`src/rtl/servo_seq_pkg.sv`:
```
package servo_seq_pkg;

    localparam int MAX_DIV = 128;
    localparam int DIV_W   = $clog2(MAX_DIV);

    typedef enum logic [1:0] {
        PSC_DIV2   = 2'd0,
        PSC_DIV8   = 2'd1,
        PSC_DIV32  = 2'd2,
        PSC_DIV128 = 2'd3
    } psc_code_t;

    // log2 of the divide ratio for a code
    function automatic int psc_shift(input psc_code_t code);
        return 1 + 2 * int'(code);
    endfunction

    // last value of the divider before it wraps
    function automatic logic [DIV_W-1:0] psc_last(input psc_code_t code);
        return DIV_W'((2 << (2 * int'(code))) - 1);
    endfunction

    // convert a count of input clock cycles into ticks, never below one
    function automatic int cyc_to_ticks(input int cyc, input psc_code_t code);
        int t;
        t = cyc >> psc_shift(code);
        return (t < 1) ? 1 : t;
    endfunction

endpackage

```
`src/rtl/servo_prescale.sv`:
```
module servo_prescale
    import servo_seq_pkg::*;
(
    input  logic      clk,
    input  logic      rst,
    input  logic      start,
    input  logic      running,
    input  psc_code_t sel_in,
    output psc_code_t sel_q,
    output logic      tick
);

    logic [DIV_W-1:0] pdiv;
    logic             at_last;

    assign at_last = (pdiv == psc_last(sel_q));
    assign tick    = running && at_last;

    always_ff @(posedge clk) begin
        if (rst) begin
            pdiv  <= '0;
            sel_q <= PSC_DIV2;
        end else if (start) begin
            pdiv  <= '0;
            sel_q <= sel_in;
        end else if (running) begin
            pdiv <= at_last ? '0 : pdiv + 1'b1;
        end
    end

endmodule

```
`src/rtl/servo_chan_bank.sv`:
```
module servo_chan_bank #(
    parameter int NUM_CH = 12,
    parameter int CNT_W  = 16,
    localparam int IW    = (NUM_CH > 1) ? $clog2(NUM_CH) : 1
) (
    input  logic             clk,
    input  logic             rst,
    input  logic             wr_en,
    input  logic [IW-1:0]    wr_ch,
    input  logic [CNT_W-1:0] wr_ticks,
    input  logic             wr_active,
    input  logic [IW-1:0]    rd_ch,
    output logic [CNT_W-1:0] rd_width,
    output logic             rd_active
);

    logic [CNT_W-1:0] width_q  [NUM_CH];
    logic             active_q [NUM_CH];

    for (genvar i = 0; i < NUM_CH; i++) begin : g_chan
        always_ff @(posedge clk) begin
            if (rst) begin
                width_q[i]  <= '0;
                active_q[i] <= 1'b0;
            end else if (wr_en && (wr_ch == IW'(i))) begin
                width_q[i]  <= wr_ticks;
                active_q[i] <= wr_active;
            end
        end
    end

    // read port; a zero width is served as one tick
    always_comb begin
        rd_width  = CNT_W'(1);
        rd_active = 1'b0;
        for (int i = 0; i < NUM_CH; i++) begin
            if (rd_ch == IW'(i)) begin
                rd_width  = (width_q[i] == '0) ? CNT_W'(1) : width_q[i];
                rd_active = active_q[i];
            end
        end
    end

    p_width_nonzero_r13: assert property (@(posedge clk) disable iff (rst)
        rd_width != '0);

endmodule

```
`src/rtl/servo_sequencer.sv`:
```
module servo_sequencer
    import servo_seq_pkg::*;
#(
    parameter int NUM_CH     = 12,
    parameter int CNT_W      = 16,
    parameter int CLK_KHZ    = 1000,
    parameter int REFRESH_MS = 20,
    parameter int GUARD_CYC  = 32,
    localparam int IW        = (NUM_CH > 1) ? $clog2(NUM_CH) : 1,
    localparam int SCW       = $clog2(NUM_CH + 1),
    localparam int START_CYC = CLK_KHZ,
    localparam int REFR_CYC  = CLK_KHZ * REFRESH_MS
) (
    input  logic             clk,
    input  logic             rst,
    input  logic             en_req,
    input  logic             dis_req,
    input  psc_code_t        sel_in,
    input  psc_code_t        sel_q,
    input  logic [SCW-1:0]   servo_count,
    input  logic             tick,
    input  logic [CNT_W-1:0] rd_width,
    input  logic             rd_active,
    output logic [IW-1:0]    rd_ch,
    output logic             start,
    output logic             running,
    output logic [NUM_CH-1:0] servo_out
);

    logic [CNT_W-1:0] cnt, cmp;
    logic [IW-1:0]    cur_ch;
    logic             in_gap;
    logic             pend;

    logic [CNT_W-1:0] cnt_inc, base, gap_cnt, refr_t, guard_t, end_cmp;
    logic [SCW-1:0]   nxt, limit;
    logic             match, has_next, stop_evt;

    assign start    = !running && en_req;
    assign cnt_inc  = cnt + 1'b1;
    assign match    = tick && (cnt_inc == cmp);
    assign base     = in_gap ? '0 : cnt_inc;
    assign nxt      = in_gap ? '0 : SCW'(cur_ch) + SCW'(1);
    assign limit    = (servo_count < SCW'(NUM_CH)) ? servo_count : SCW'(NUM_CH);
    assign has_next = nxt < limit;
    assign rd_ch    = nxt[IW-1:0];
    assign stop_evt = match && in_gap && pend;

    assign refr_t   = CNT_W'(cyc_to_ticks(REFR_CYC, sel_q));
    assign guard_t  = CNT_W'(cyc_to_ticks(GUARD_CYC, sel_q));
    assign gap_cnt  = base + guard_t;
    assign end_cmp  = (gap_cnt > refr_t) ? gap_cnt : refr_t;

    always_ff @(posedge clk) begin
        if (rst) begin
            running   <= 1'b0;
            pend      <= 1'b0;
            cnt       <= '0;
            cmp       <= '0;
            cur_ch    <= '0;
            in_gap    <= 1'b1;
            servo_out <= '0;
        end else if (!running) begin
            if (en_req) begin
                running <= 1'b1;
                pend    <= 1'b0;
                cnt     <= '0;
                cmp     <= CNT_W'(cyc_to_ticks(START_CYC, sel_in));
                in_gap  <= 1'b1;
            end
        end else if (stop_evt) begin
            running   <= 1'b0;
            pend      <= 1'b0;
            cnt       <= '0;
            servo_out <= '0;
        end else begin
            if (dis_req)     pend <= 1'b1;
            else if (en_req) pend <= 1'b0;
            if (match) begin
                cnt       <= base;
                servo_out <= '0;
                if (has_next) begin
                    servo_out[rd_ch] <= rd_active;
                    cmp              <= base + rd_width;
                    cur_ch           <= rd_ch;
                    in_gap           <= 1'b0;
                end else begin
                    cmp    <= end_cmp;
                    in_gap <= 1'b1;
                end
            end else if (tick) begin
                cnt <= cnt_inc;
            end
        end
    end

    p_one_high_r2: assert property (@(posedge clk) disable iff (rst)
        $onehot0(servo_out));

    p_idle_quiet_r9: assert property (@(posedge clk) disable iff (rst)
        !running |-> (servo_out == '0));

    p_stop_at_gap_r9: assert property (@(posedge clk) disable iff (rst)
        $fell(running) |-> $past(in_gap && pend));

    p_pend_needs_run_r10: assert property (@(posedge clk) disable iff (rst)
        pend |-> running);

    p_cnt_below_cmp_r6: assert property (@(posedge clk) disable iff (rst)
        running |-> (cnt < cmp));

endmodule

```
`src/rtl/servo_seq.sv`:
```
module servo_seq
    import servo_seq_pkg::*;
#(
    parameter int NUM_CH     = 12,
    parameter int CNT_W      = 16,
    parameter int CLK_KHZ    = 1000,
    parameter int REFRESH_MS = 20,
    parameter int GUARD_CYC  = 32,
    localparam int IW        = (NUM_CH > 1) ? $clog2(NUM_CH) : 1,
    localparam int SCW       = $clog2(NUM_CH + 1)
) (
    input  logic              clk,
    input  logic              rst,
    input  logic              en_req,
    input  logic              dis_req,
    input  logic [1:0]        presc_sel,
    input  logic [SCW-1:0]    servo_count,
    input  logic              wr_en,
    input  logic [IW-1:0]     wr_ch,
    input  logic [CNT_W-1:0]  wr_ticks,
    input  logic              wr_active,
    output logic [NUM_CH-1:0] servo_out,
    output logic              running
);

    psc_code_t        sel_q;
    logic             tick, start, rd_active;
    logic [IW-1:0]    rd_ch;
    logic [CNT_W-1:0] rd_width;

    servo_prescale u_psc (
        .clk     (clk),
        .rst     (rst),
        .start   (start),
        .running (running),
        .sel_in  (psc_code_t'(presc_sel)),
        .sel_q   (sel_q),
        .tick    (tick)
    );

    servo_chan_bank #(.NUM_CH(NUM_CH), .CNT_W(CNT_W)) u_bank (
        .clk       (clk),
        .rst       (rst),
        .wr_en     (wr_en),
        .wr_ch     (wr_ch),
        .wr_ticks  (wr_ticks),
        .wr_active (wr_active),
        .rd_ch     (rd_ch),
        .rd_width  (rd_width),
        .rd_active (rd_active)
    );

    servo_sequencer #(
        .NUM_CH(NUM_CH), .CNT_W(CNT_W), .CLK_KHZ(CLK_KHZ),
        .REFRESH_MS(REFRESH_MS), .GUARD_CYC(GUARD_CYC)
    ) u_seq (
        .clk         (clk),
        .rst         (rst),
        .en_req      (en_req),
        .dis_req     (dis_req),
        .sel_in      (psc_code_t'(presc_sel)),
        .sel_q       (sel_q),
        .servo_count (servo_count),
        .tick        (tick),
        .rd_width    (rd_width),
        .rd_active   (rd_active),
        .rd_ch       (rd_ch),
        .start       (start),
        .running     (running),
        .servo_out   (servo_out)
    );

    p_tick_only_running_r8: assert property (@(posedge clk) disable iff (rst)
        tick |-> running);

endmodule

```
`config.mk`:
```
export PLATFORM = sky130hd
export DESIGN_NAME = servo_seq
export DESIGN_NICKNAME = d
export VERILOG_FILES = /design/src/rtl/servo_seq_pkg.sv /design/src/rtl/servo_prescale.sv /design/src/rtl/servo_chan_bank.sv /design/src/rtl/servo_sequencer.sv /design/src/rtl/servo_seq.sv
export SDC_FILE = /design/constraint.sdc
export NUM_CORES = 1
export LEC_CHECK = 0
export BUFFER_PORTS_ARGS = -buffer_cell sky130_fd_sc_hd__buf_2
export CAP_MARGIN = 20
export CORE_ASPECT_RATIO = 0.7
export CORE_UTILIZATION = 35
export DETAILED_ROUTE_END_ITERATION = 12
export GPL_TIMING_DRIVEN = 0
export PLACE_DENSITY = 0.55
export SLEW_MARGIN = 5
export SYNTH_ARGS = -nofsm -noshare
export SYNTH_HDL_FRONTEND = slang
export SYNTH_SLANG_ARGS = --single-unit
```
`constraint.sdc`:
```
create_clock -name clk -period 5.3 [get_ports clk]
set_clock_uncertainty 0.05 [all_clocks]
set_input_delay 0 -clock clk [delete_from_list [all_inputs] [get_ports clk]]
set_output_delay 0 -clock clk [all_outputs]
set_load 0.01 [all_outputs]
```
==> results.sh, run 1 <==
export IMPL_netlist_top_cells_area="edfxtp_1 41%, and2_1 8.9%, dfxtp_1 8.0%"
export IMPL_grt_usage_pct=24.1
export IMPL_outcome="finished, final reports clean"
export IMPL_routed_wl_um=53900
export IMPL_via_per_inst=5.94
export IMPL_clock_sinks=264
export IMPL_antenna_found_initial=1
export IMPL_worstPathArrival_ns=5.66
export IMPL_cts_tree="yes"
export IMPL_async_reset_ff_share_pct=0
export IMPL_syn_to_final_growth_pct=20.0
export IMPL_synth_main_ff_cell="edfxtp_1"
export IMPL_grt_max_degree=18
export IMPL_overflow=0
export IMPL_cts_buffer_depth=3
export IMPL_synth_top_cell_by_area="edfxtp_1"
export IMPL_r2r_start="u_seq.in_gap$_SDFFE_PP1P_"
export IMPL_r2r_end="u_seq.cmp[8]$_SDFFE_PP0P_"
export IMPL_min_period_over_period_pct=97.9
export IMPL_critPathSlowestCell="dfxtp_1"
export IMPL_dieArea_um2=43900
export IMPL_critPathBufInv=7
export IMPL_final_setup_viol_count=0
export IMPL_layout_drive_gt1_share_pct=16.9
export IMPL_path_max_fanout=10
export IMPL_stdcell_count=2149
export IMPL_drc=0
export IMPL_critPathCapture="u_seq.cmp[8]$_SDFFE_PP0P_"
export IMPL_synth_top_cells_by_count="215 x and2_1, 204 x edfxtp_1, 99 x nand2_1"
export IMPL_core_area_um2=42400
export IMPL_path_class="flip-flop to flip-flop"
export IMPL_r2r_cells=23
export IMPL_syn_avg_cell_area_um2=10.4
export IMPL_ant_nets=0
export IMPL_netlist_area_leader_share_pct=40.6
export IMPL_cp_depth=23
export IMPL_worst_ir_drop_vdd_mv=0.239
export IMPL_worstSetupStartpointType="flip-flop"
export IMPL_drtIter0Drc=1964
export IMPL_slowest_delay_ns=0.37
export IMPL_fmax_mhz=193
export IMPL_cp_end_kind="flip-flop"
export IMPL_cts_root_buf="clkbuf_16"
export IMPL_synthCells=1444
export IMPL_r2r_slack_ns=0.11
export IMPL_tns_ns=0
export IMPL_hold_viol=0
export IMPL_path_cells="clkbuf_8, clkbuf_16, clkbuf_16, clkbuf_16, buf_8, nor2_2, ha_1, a31o_2, a31o_2, nand4_1, nor3_4, xor2_2, ha_1, nand2_1, o21ai_0, o31ai_2, and2_2, a32o_2, and3_4, buf_6, buf_12, a211oi_1, o21a_1"
export IMPL_die_w_um=250
export IMPL_tightest_slew_ns=1.11
export IMPL_row_count=63
export IMPL_dp_cells=2054
export IMPL_slew_viol_final=0
export IMPL_dp_hpwl_um=41100
export IMPL_ioPinCount=45
export IMPL_clock_latency_ns=0.57
export IMPL_port_buffers=44
export IMPL_die_y_um=176
export IMPL_power_density_nw_per_um2=272
export IMPL_grt_pass1_vias=11800
export IMPL_synth_area_um2=15100
export IMPL_hp_class="primary input to flip-flop"
export IMPL_cpMostUsedCell="clkbuf_16"
export IMPL_yosysWarnings=0
export IMPL_ys_types=104
export IMPL_yosysSeqAreaShare_pct=48.6
export IMPL_synth_edf_count=204
export IMPL_yosysMostFrequentCell="and2_1"
export IMPL_fin_area_um2=18100
export IMPL_first_pass_iters=8
export IMPL_avgRoutedWirePerCell_um=25.1
export IMPL_routabilityCongestion=1.04
export IMPL_synthesis_nets=1526
export IMPL_required_ns=5.77
export IMPL_place_area_um2=16200
export IMPL_dr_total_vias=12800
export IMPL_ys_ff_latch=264
export IMPL_initial_core_util_pct=35.6
export IMPL_clk_pin_slew_ns=0.07
export IMPL_timing_final_ws_setup_ns=0.112
export IMPL_cts_buffers=28
export IMPL_grt_pass1_wl_um=78600
export IMPL_drv_cap=0
export IMPL_period_minus_slack_ns=5.19
export IMPL_nets=1655
export IMPL_relSlewSlack_pct=25.1
export IMPL_critical_path_startpoint="u_seq.in_gap$_SDFFE_PP1P_"
export IMPL_crit_family="compound AO/OA/AOI/OAI gates"
export IMPL_htreeDepth=1
export IMPL_p_leak_nw=6.71
export IMPL_place_ws_ns=-1.88
area by class of cell:
type                    instances  area (um^2)
inverters                      35          131
clock inverters                20          228
diodes                          2         5.00
plain buffers                  81          502
repair buffers                102          776
fillers                      3998        24300
well taps                     552          691
multi-input cells            1061         7660
clock buffers                  32          768
flip-flops and latches        264         7330
logic make-up (layout without fill, tap and decap cells):
kind of cell	after synthesis	in the layout	share of synthesized area [%]
xor gates and xnor gates	63	63	4.02
AOI/OAI and AO/OA	287	287	13.9
buffers and inverters	119	270	3.56
adders and majority gates	50	50	4.20
other	0	2	0
DFF	264	264	48.6
and+or+nand+nor	640	640	24.3
muxes	21	21	1.46
worst min-delay path by stage:
| stage | start | to | cells after the start |
|---|---|---|---|
| floorplan | presc_sel[0] | u_psc.sel_q[0]$_SDFFE_PP0P_ | 2 |
| global placement | presc_sel[0] | u_psc.sel_q[0]$_SDFFE_PP0P_ | 3 |
| detailed placement | presc_sel[0] | u_psc.sel_q[0]$_SDFFE_PP0P_ | 3 |
| CTS | rst | u_bank.active_q[2][0]$_SDFFCE_PN0P_ | 3 |
| global route | rst | u_bank.width_q[2][3]$_SDFFCE_PN0P_ | 3 |
| finish | rst | u_bank.active_q[2][0]$_SDFFCE_PN0P_ | 3 |
layout by cell type (no fill, tap or decap), types with 33 or more instances in the layout:
cell type and n:
and2_1 212, edfxtp_1 204, clkbuf_16 33, dfxtp_1 56, ha_1 47, clkbuf_1 49
inv_1 33, a21oi_1 33, nand3_1 35, xnor2_1 37, o21ai_0 48, nand2_1 98
nor4_1 40, nor2_1 84, buf_2 51
state kept, by name, summed over array words and instances (netlist names):
register / flops
u_bank.active_q: 12
u_bank.width_q: 192
u_psc.pdiv: 7
u_psc.sel_q: 2
u_seq.cmp: 16
u_seq.cnt: 16
u_seq.cur_ch: 4
u_seq.in_gap: 1
u_seq.pend: 1
u_seq.running: 1
u_seq.servo_out: 12
what timing repair did:
item | CTS | global route
resized for setup | 78 | 40
hold endpoints to repair | 47 | 0
pin swaps | 10 | 11
hold buffers | 25 | 0
setup endpoints to repair | 16 | 16
setup buffers | 7 | 12
power breakdown:
part,total (W),internal [W],switching [W]
sequential,0.00242,0.00233,0.0000862
combinational,0.000336,0.000119,0.000217
clock,0.00216,0.00128,0.000883
total,0.00492,0.00373,0.00119
worst reg2reg max path: cells and delay by family (launching register included):
family	cells	cell delay (ns)
AOI/OAI and AO/OA	7	1.54
buffers and inverters	7	1.20
and+or+nand+nor	6	1.15
adders and majority gates	2	0.71
DFF	1	0.37
xor gates and xnor gates	1	0.15
per-layer routing:
metal / global-route usage (%) / wire length, um / vias up
li1: - / - / 5674
met1: 37.9 / 25400 / 6262
met2: 31.7 / 20800 / 759
met3: 7.41 / 7020 / 61
met4: 4.24 / 786 / 0
met5: 0 / 0 / -
per-stage QoR:
step | util, % | total power [W] | hold WS, ns
floorplan | - | 0.00260 | 0.0860
global placement | 37.7 | 0.00275 | 0.233
detailed placement | 38.3 | 0.00276 | 0.231
CTS | 42.1 | 0.00490 | 0.0327
global route | 42.7 | 0.00504 | 0.0644
finish | 42.7 | 0.00492 | 0.0546
Note: power is estimated with default switching activity, not from simulation.
==> run 2: changes to the inputs <==
--- a/config.mk
+++ b/config.mk
@@ -5,7 +5,7 @@
 export SDC_FILE = /design/constraint.sdc
 export NUM_CORES = 1
 export LEC_CHECK = 0
-export BUFFER_PORTS_ARGS = -buffer_cell sky130_fd_sc_hd__buf_2
+export BUFFER_PORTS_ARGS = -buffer_cell sky130_fd_sc_hd__buf_4
 export CAP_MARGIN = 20
 export CORE_ASPECT_RATIO = 0.7
 export CORE_UTILIZATION = 35
==> run 2 against run 1 <==
Total power fell by 4.1%; critical path depth increased by 1; register-to-register slack gained 0.03 ns; global-route usage is 0.27 points higher; non-clock buffer count increased by 2; clock power is 9.7% lower; flip-flop and latch count did not move; wire length up 0.32%; cell count about the same; largest cell class unchanged.
==> results.sh, run 2 (synthesis gave the netlist of run 1 again) <==
export IMPL_outcome="finished, final reports clean"
export IMPL_antenna_found_initial=0
export IMPL_cp_end_kind="flip-flop"
export IMPL_relSlewSlack_pct=29.0
export IMPL_critical_path_startpoint="u_seq.in_gap$_SDFFE_PP1P_"
export IMPL_dr_total_vias=12700
export IMPL_grt_max_degree=18
export IMPL_clk_pin_slew_ns=0.06
export IMPL_critPathCapture="u_seq.cmp[2]$_SDFFE_PP0P_"
export IMPL_post_route_util_pct=42.7
export IMPL_clock_sinks=264
export IMPL_slew_viol_final=0
export IMPL_die_w_um=250
export IMPL_antenna_cells=0
export IMPL_power_density_nw_per_um2=261
export IMPL_period_minus_slack_ns=5.16
export IMPL_cts_root_buf="clkbuf_16"
export IMPL_overflow=0
export IMPL_largest_reg_flops=192
export IMPL_regMostFlops="u_bank.width_q"
export IMPL_port_buffers=44
export IMPL_dp_cells=2055
export IMPL_cts_buffer_depth=3
export IMPL_layout_common_cells="215 x and2_1, 204 x edfxtp_1, 98 x nand2_1"
export IMPL_r2r_slack_ns=0.14
export IMPL_grt_pass1_wl_um=79300
export IMPL_fill_cells=4052
export IMPL_nets=1658
export IMPL_grt_pass1_vias=11900
export IMPL_tns_ns=0
export IMPL_routabilityCongestion=0.988
export IMPL_syn_to_final_growth_pct=20.0
export IMPL_clock_latency_ns=0.58
export IMPL_worst_ir_drop_vdd_mv=0.263
export IMPL_cts_buffers=29
export IMPL_r2r_end="u_seq.cmp[2]$_SDFFE_PP0P_"
export IMPL_fmax_mhz=194
export IMPL_die_y_um=176
export IMPL_rsz0062_at_grt="true"
export IMPL_path_class="flip-flop to flip-flop"
export IMPL_timing_final_ws_setup_ns=0.142
export IMPL_drc=0
export IMPL_min_period_over_period_pct=97.3
export IMPL_path_max_fanout=10
export IMPL_r2r_cells=24
export IMPL_hp_class="primary input to flip-flop"
export IMPL_dp_hpwl_um=41300
export IMPL_stdcell_count=2151
export IMPL_htreeDepth=1
export IMPL_hold_viol=0
export IMPL_first_pass_iters=8
export IMPL_drv_cap=0
export IMPL_initial_core_util_pct=35.6
export IMPL_final_setup_viol_count=0
export IMPL_layout_drive_gt1_share_pct=16.1
export IMPL_place_ws_ns=-1.91
export IMPL_grt_usage_pct=24.4
export IMPL_tightest_slew_ns=1.06
export IMPL_core_area_um2=42400
export IMPL_drtIter0Drc=1639
export IMPL_dieArea_um2=43900
export IMPL_ioPinCount=45
export IMPL_required_ns=5.68
export IMPL_r2r_start="u_seq.in_gap$_SDFFE_PP1P_"
export IMPL_worstPathArrival_ns=5.54
export IMPL_worstSetupStartpointType="flip-flop"
export IMPL_routed_wl_um=54100
export IMPL_avgRoutedWirePerCell_um=25.2
export IMPL_p_leak_nw=6.68
export IMPL_fin_hold_ws_ns=0.137
export IMPL_reg_largest_list="u_bank.width_q (192), u_seq.cmp (16), u_seq.cnt (16)"
export IMPL_layout_commonest_cell="and2_1"
export IMPL_via_per_inst=5.89
export IMPL_ant_nets=0
export IMPL_row_count=63
export IMPL_cts_tree="yes"
-- run 2: cell count changes in the layout (fill, tap and decap cells not counted), moves of 2 or more --
cell	previous run	this run
clkbuf_1	49	56
buf_2	51	10
inv_6	0	2
clkinv_2	10	7
diode_2	2	0
clkbuf_4	5	3
clkbuf_8	5	10
dlygate4sd3_1	25	28
buf_4	24	65
bufinv_16	5	0
and2_1	212	215
and2_2	3	1
-- run 2: area by class of cell --
type                       instances  area [um^2]  area share, %
clock inverter                    12         63.8          0.352
tap                              552          691           3.82
buffer                            81          495           2.74
multi-input combinational       1061         7650           42.3
sequential                       264         7340           40.5
clock buffer                      42          825           4.55
inverter                          35          131          0.726
timing repair buffer             104          910           5.02
-- run 2: worst min path at each step --
| stage | cells past startpoint | slack (ns) | to | start |
|---|---|---|---|---|
| 6_report | 3 | 0.14 | u_bank.active_q[2][0]$_SDFFCE_PN0P_ | wr_ch[2] |
| 5_1_grt | 3 | 0.19 | u_bank.active_q[2][0]$_SDFFCE_PN0P_ | wr_ch[2] |
| 4_1_cts | 3 | 0.12 | u_bank.active_q[2][0]$_SDFFCE_PN0P_ | wr_ch[2] |
| 3_5_place_dp | 3 | 0.23 | u_psc.sel_q[0]$_SDFFE_PP0P_ | presc_sel[0] |
| 3_3_place_gp | 3 | 0.23 | u_psc.sel_q[0]$_SDFFE_PP0P_ | presc_sel[0] |
| 2_1_floorplan | 2 | 0.09 | u_psc.sel_q[0]$_SDFFE_PP0P_ | presc_sel[0] |
-- run 2: metal layers --
metal	wire length (um)	GRT usage (%)	vias up
met2	20500	32.0	707
met4	1070	5.06	0
li1	-	-	5674
met1	25600	38.5	6224
met3	7010	6.95	70
met5	0	0	-
-- run 2: critical path: stages (launching register included) --
cell and delay (ns):
dfxtp_2 0.34, clkbuf_8 0.14, clkbuf_16 0.17, clkbuf_16 0.19
clkbuf_16 0.19, clkbuf_8 0.20, nor2_2 0.22, ha_1 0.30
a31o_2 0.24, a31o_2 0.29, nand4_1 0.16, buf_4 0.15
nor2_1 0.04, xor2_1 0.22, ha_1 0.30, nand2_1 0.11
o21ai_1 0.26, o31ai_4 0.12, and2_2 0.20, a32o_2 0.26
and3_4 0.17, buf_6 0.13, buf_12 0.14, o211ai_1 0.25
a31oi_1 0.12
-- run 2: stage by stage --
step	power [W]	area [um^2]
final	0.00472	18100
after global routing	0.00485	18100
after CTS	0.00472	17900
after detailed placement	0.00277	16400
after global placement	0.00276	16100
after floorplan	0.00260	15100
-- run 2: report_power, final --
| group | switching, W | total [W] | internal [W] |
|---|---|---|---|
| clock network | 0.000872 | 0.00195 | 0.00108 |
| logic | 0.000220 | 0.000347 | 0.000127 |
| registers | 0.0000873 | 0.00242 | 0.00233 |
| total | 0.00118 | 0.00472 | 0.00354 |
-- run 2: what timing repair did --
item,4_1_cts,5_1_grt
setup buffers,8,8
setup endpoints to repair,16,16
pin swaps,11,12
endpoints found under the hold margin,55,0
gates resized for setup,79,33
hold buffers,28,0
cloned,0,0
==> run 3: changes to the inputs <==
--- a/config.mk
+++ b/config.mk
@@ -9,6 +9,7 @@
 export CAP_MARGIN = 20
 export CORE_ASPECT_RATIO = 0.7
 export CORE_UTILIZATION = 35
+export CTS_BUF_LIST = sky130_fd_sc_hd__clkbuf_16
 export DETAILED_ROUTE_END_ITERATION = 12
 export GPL_TIMING_DRIVEN = 0
 export PLACE_DENSITY = 0.55
==> run 3 against run 2 <==
Count of clock-buffer cells in the layout fell by 13; register-to-register slack worse by 0.02 ns; critical path type unchanged; critical endpoint unchanged; critical path depth stayed put; combinational power about the same; utilization shrank 0.13 points.
==> results.sh, run 3 (synthesis gave the netlist of run 1 again) <==
export IMPL_outcome="finished, final reports clean"
export IMPL_dp_hpwl_um=41300
export IMPL_syn_to_final_growth_pct=19.6
export IMPL_worstSetupStartpointType="flip-flop"
export IMPL_fmax_mhz=193
export IMPL_place_ws_ns=-1.91
export IMPL_routabilityCongestion=0.988
export IMPL_hold_viol=0
export IMPL_fill_cells=4060
export IMPL_power_density_nw_per_um2=257
export IMPL_nets=1658
export IMPL_largest_reg_flops=192
export IMPL_path_max_fanout=10
export IMPL_min_period_over_period_pct=97.6
export IMPL_post_route_util_pct=42.6
export IMPL_via_per_inst=5.89
export IMPL_row_count=63
export IMPL_period_minus_slack_ns=5.18
export IMPL_first_pass_iters=9
export IMPL_grt_pass1_vias=11900
export IMPL_port_buffers=44
export IMPL_grt_max_degree=18
export IMPL_hp_class="primary input to flip-flop"
export IMPL_overflow=0
export IMPL_min_delay_path_depth=3
export IMPL_cts_tree="yes"
export IMPL_regMostFlops="u_bank.width_q"
export IMPL_dr_total_vias=12700
export IMPL_totalPowerFinal_w=0.00463
export IMPL_antenna_cells=0
export IMPL_worstPathArrival_ns=5.55
export IMPL_drv_cap=0
export IMPL_cp_end_kind="flip-flop"
export IMPL_core_area_um2=42400
export IMPL_drc=0
export IMPL_clk_pin_slew_ns=0.06
export IMPL_layout_common_cells="215 x and2_1, 204 x edfxtp_1, 98 x nand2_1"
export IMPL_cts_buffers=29
export IMPL_grt_usage_pct=24.4
export IMPL_tightest_slew_ns=1.10
export IMPL_final_setup_viol_count=0
export IMPL_seq_area_um2=7340
export IMPL_routed_wl_um=54000
export IMPL_timing_final_ws_setup_ns=0.125
export IMPL_die_w_um=250
export IMPL_antenna_found_initial=0
export IMPL_ioPinCount=45
export IMPL_clock_latency_ns=0.57
export IMPL_htreeDepth=1
export IMPL_layout_commonest_cell="and2_1"
export IMPL_initial_core_util_pct=35.6
export IMPL_avgRoutedWirePerCell_um=25.1
export IMPL_required_ns=5.68
export IMPL_reg_largest_list="u_bank.width_q (192), u_seq.cmp (16), u_seq.cnt (16)"
export IMPL_die_y_um=176
export IMPL_ant_nets=0
export IMPL_r2r_cells=24
export IMPL_dieArea_um2=43900
export IMPL_drtIter0Drc=1799
export IMPL_cts_root_buf="clkbuf_16"
export IMPL_p_leak_nw=6.69
export IMPL_slew_viol_final=0
export IMPL_path_class="flip-flop to flip-flop"
export IMPL_cts_buffer_depth=3
export IMPL_layout_drive_gt1_share_pct=15.8
export IMPL_multiInputGateArea_um2=7650
export IMPL_worst_ir_drop_vdd_mv=0.257
export IMPL_grt_pass1_wl_um=79400
export IMPL_relSlewSlack_pct=25.5
export IMPL_clock_sinks=264
-- run 3: final cells by class --
| class | count | area share [%] |
|---|---|---|
| Buffer | 81 | 2.75 |
| Clock buffer | 29 | 4.02 |
| Clock inverter | 25 | 0.624 |
| Inverter | 35 | 0.728 |
| Multi-Input combinational cell | 1061 | 42.4 |
| Sequential cell | 264 | 40.7 |
| Tap cell | 552 | 3.83 |
| Timing Repair Buffer | 104 | 5.04 |
-- run 3: path summary, 6_finish.rpt --
| check | startpoint | slack [ns] | to |
|---|---|---|---|
| setup / recovery | u_seq.in_gap$_SDFFE_PP1P_ | 0.12 | u_seq.cmp[2]$_SDFFE_PP0P_ |
| hold / removal | wr_ch[2] | 0.14 | u_bank.active_q[2][0]$_SDFFCE_PN0P_ |
| setup reg to reg | u_seq.in_gap$_SDFFE_PP1P_ | 0.12 | u_seq.cmp[2]$_SDFFE_PP0P_ |
| hold reg to reg | u_seq.servo_out[10]$_SDFFE_PP0P_ | 0.40 | u_seq.servo_out[10]$_SDFFE_PP0P_ |
-- run 3: critical path, cell delays in order, from the launching register on --
cell	delay, ns
dfxtp_2	0.34
clkbuf_8	0.14
clkbuf_16	0.17
clkbuf_16	0.19
clkbuf_16	0.19
clkbuf_8	0.20
nor2_2	0.23
ha_1	0.31
a31o_2	0.24
a31o_2	0.29
nand4_1	0.16
buf_4	0.15
nor2_1	0.04
xor2_1	0.22
ha_1	0.30
nand2_1	0.11
o21ai_1	0.26
o31ai_4	0.12
and2_2	0.20
a32o_2	0.26
and3_4	0.17
buf_6	0.13
buf_12	0.14
o211ai_1	0.25
a31oi_1	0.12
-- run 3: repair_timing --
action | CTS | global route
hold buffers | 28 | 0
gates resized for setup | 79 | 32
hold endpoints to repair | 55 | 0
setup endpoints to repair | 16 | 16
gates cloned | 0 | 0
pin swaps | 11 | 12
buffers inserted | 8 | 8
-- run 3: power by group --
part / internal [W] / switching [W] / total (W)
clock: 0.000990 / 0.000873 / 0.00186
combinational: 0.000127 / 0.000220 / 0.000348
sequential: 0.00233 / 0.0000869 / 0.00242
total: 0.00345 / 0.00118 / 0.00463
-- run 3: metal layers --
| metal | part of all wire (%) | wire length [um] | up-vias | GRT usage (%) |
|---|---|---|---|---|
| li1 | - | - | 5675 | - |
| met1 | 47 | 25400 | 6193 | 38.6 |
| met2 | 38 | 20300 | 714 | 32.1 |
| met3 | 13 | 7230 | 85 | 6.74 |
| met4 | 2.1 | 1150 | 0 | 5.11 |
| met5 | 0 | 0 | - | 0 |
-- run 3: through the flow --
stage | cell area, um^2 | TNS [ns] | instances | hold WS, ns
floorplan | 15100 | 0 | 1444 | 0.0860
global placement | 16100 | -26.28 | 2040 | 0.234
detailed placement | 16400 | -28.05 | 2055 | 0.225
CTS | 17800 | 0 | 2142 | 0.122
global route | 18000 | -0.472 | 2151 | 0.186
finish | 18000 | 0 | 2151 | 0.141
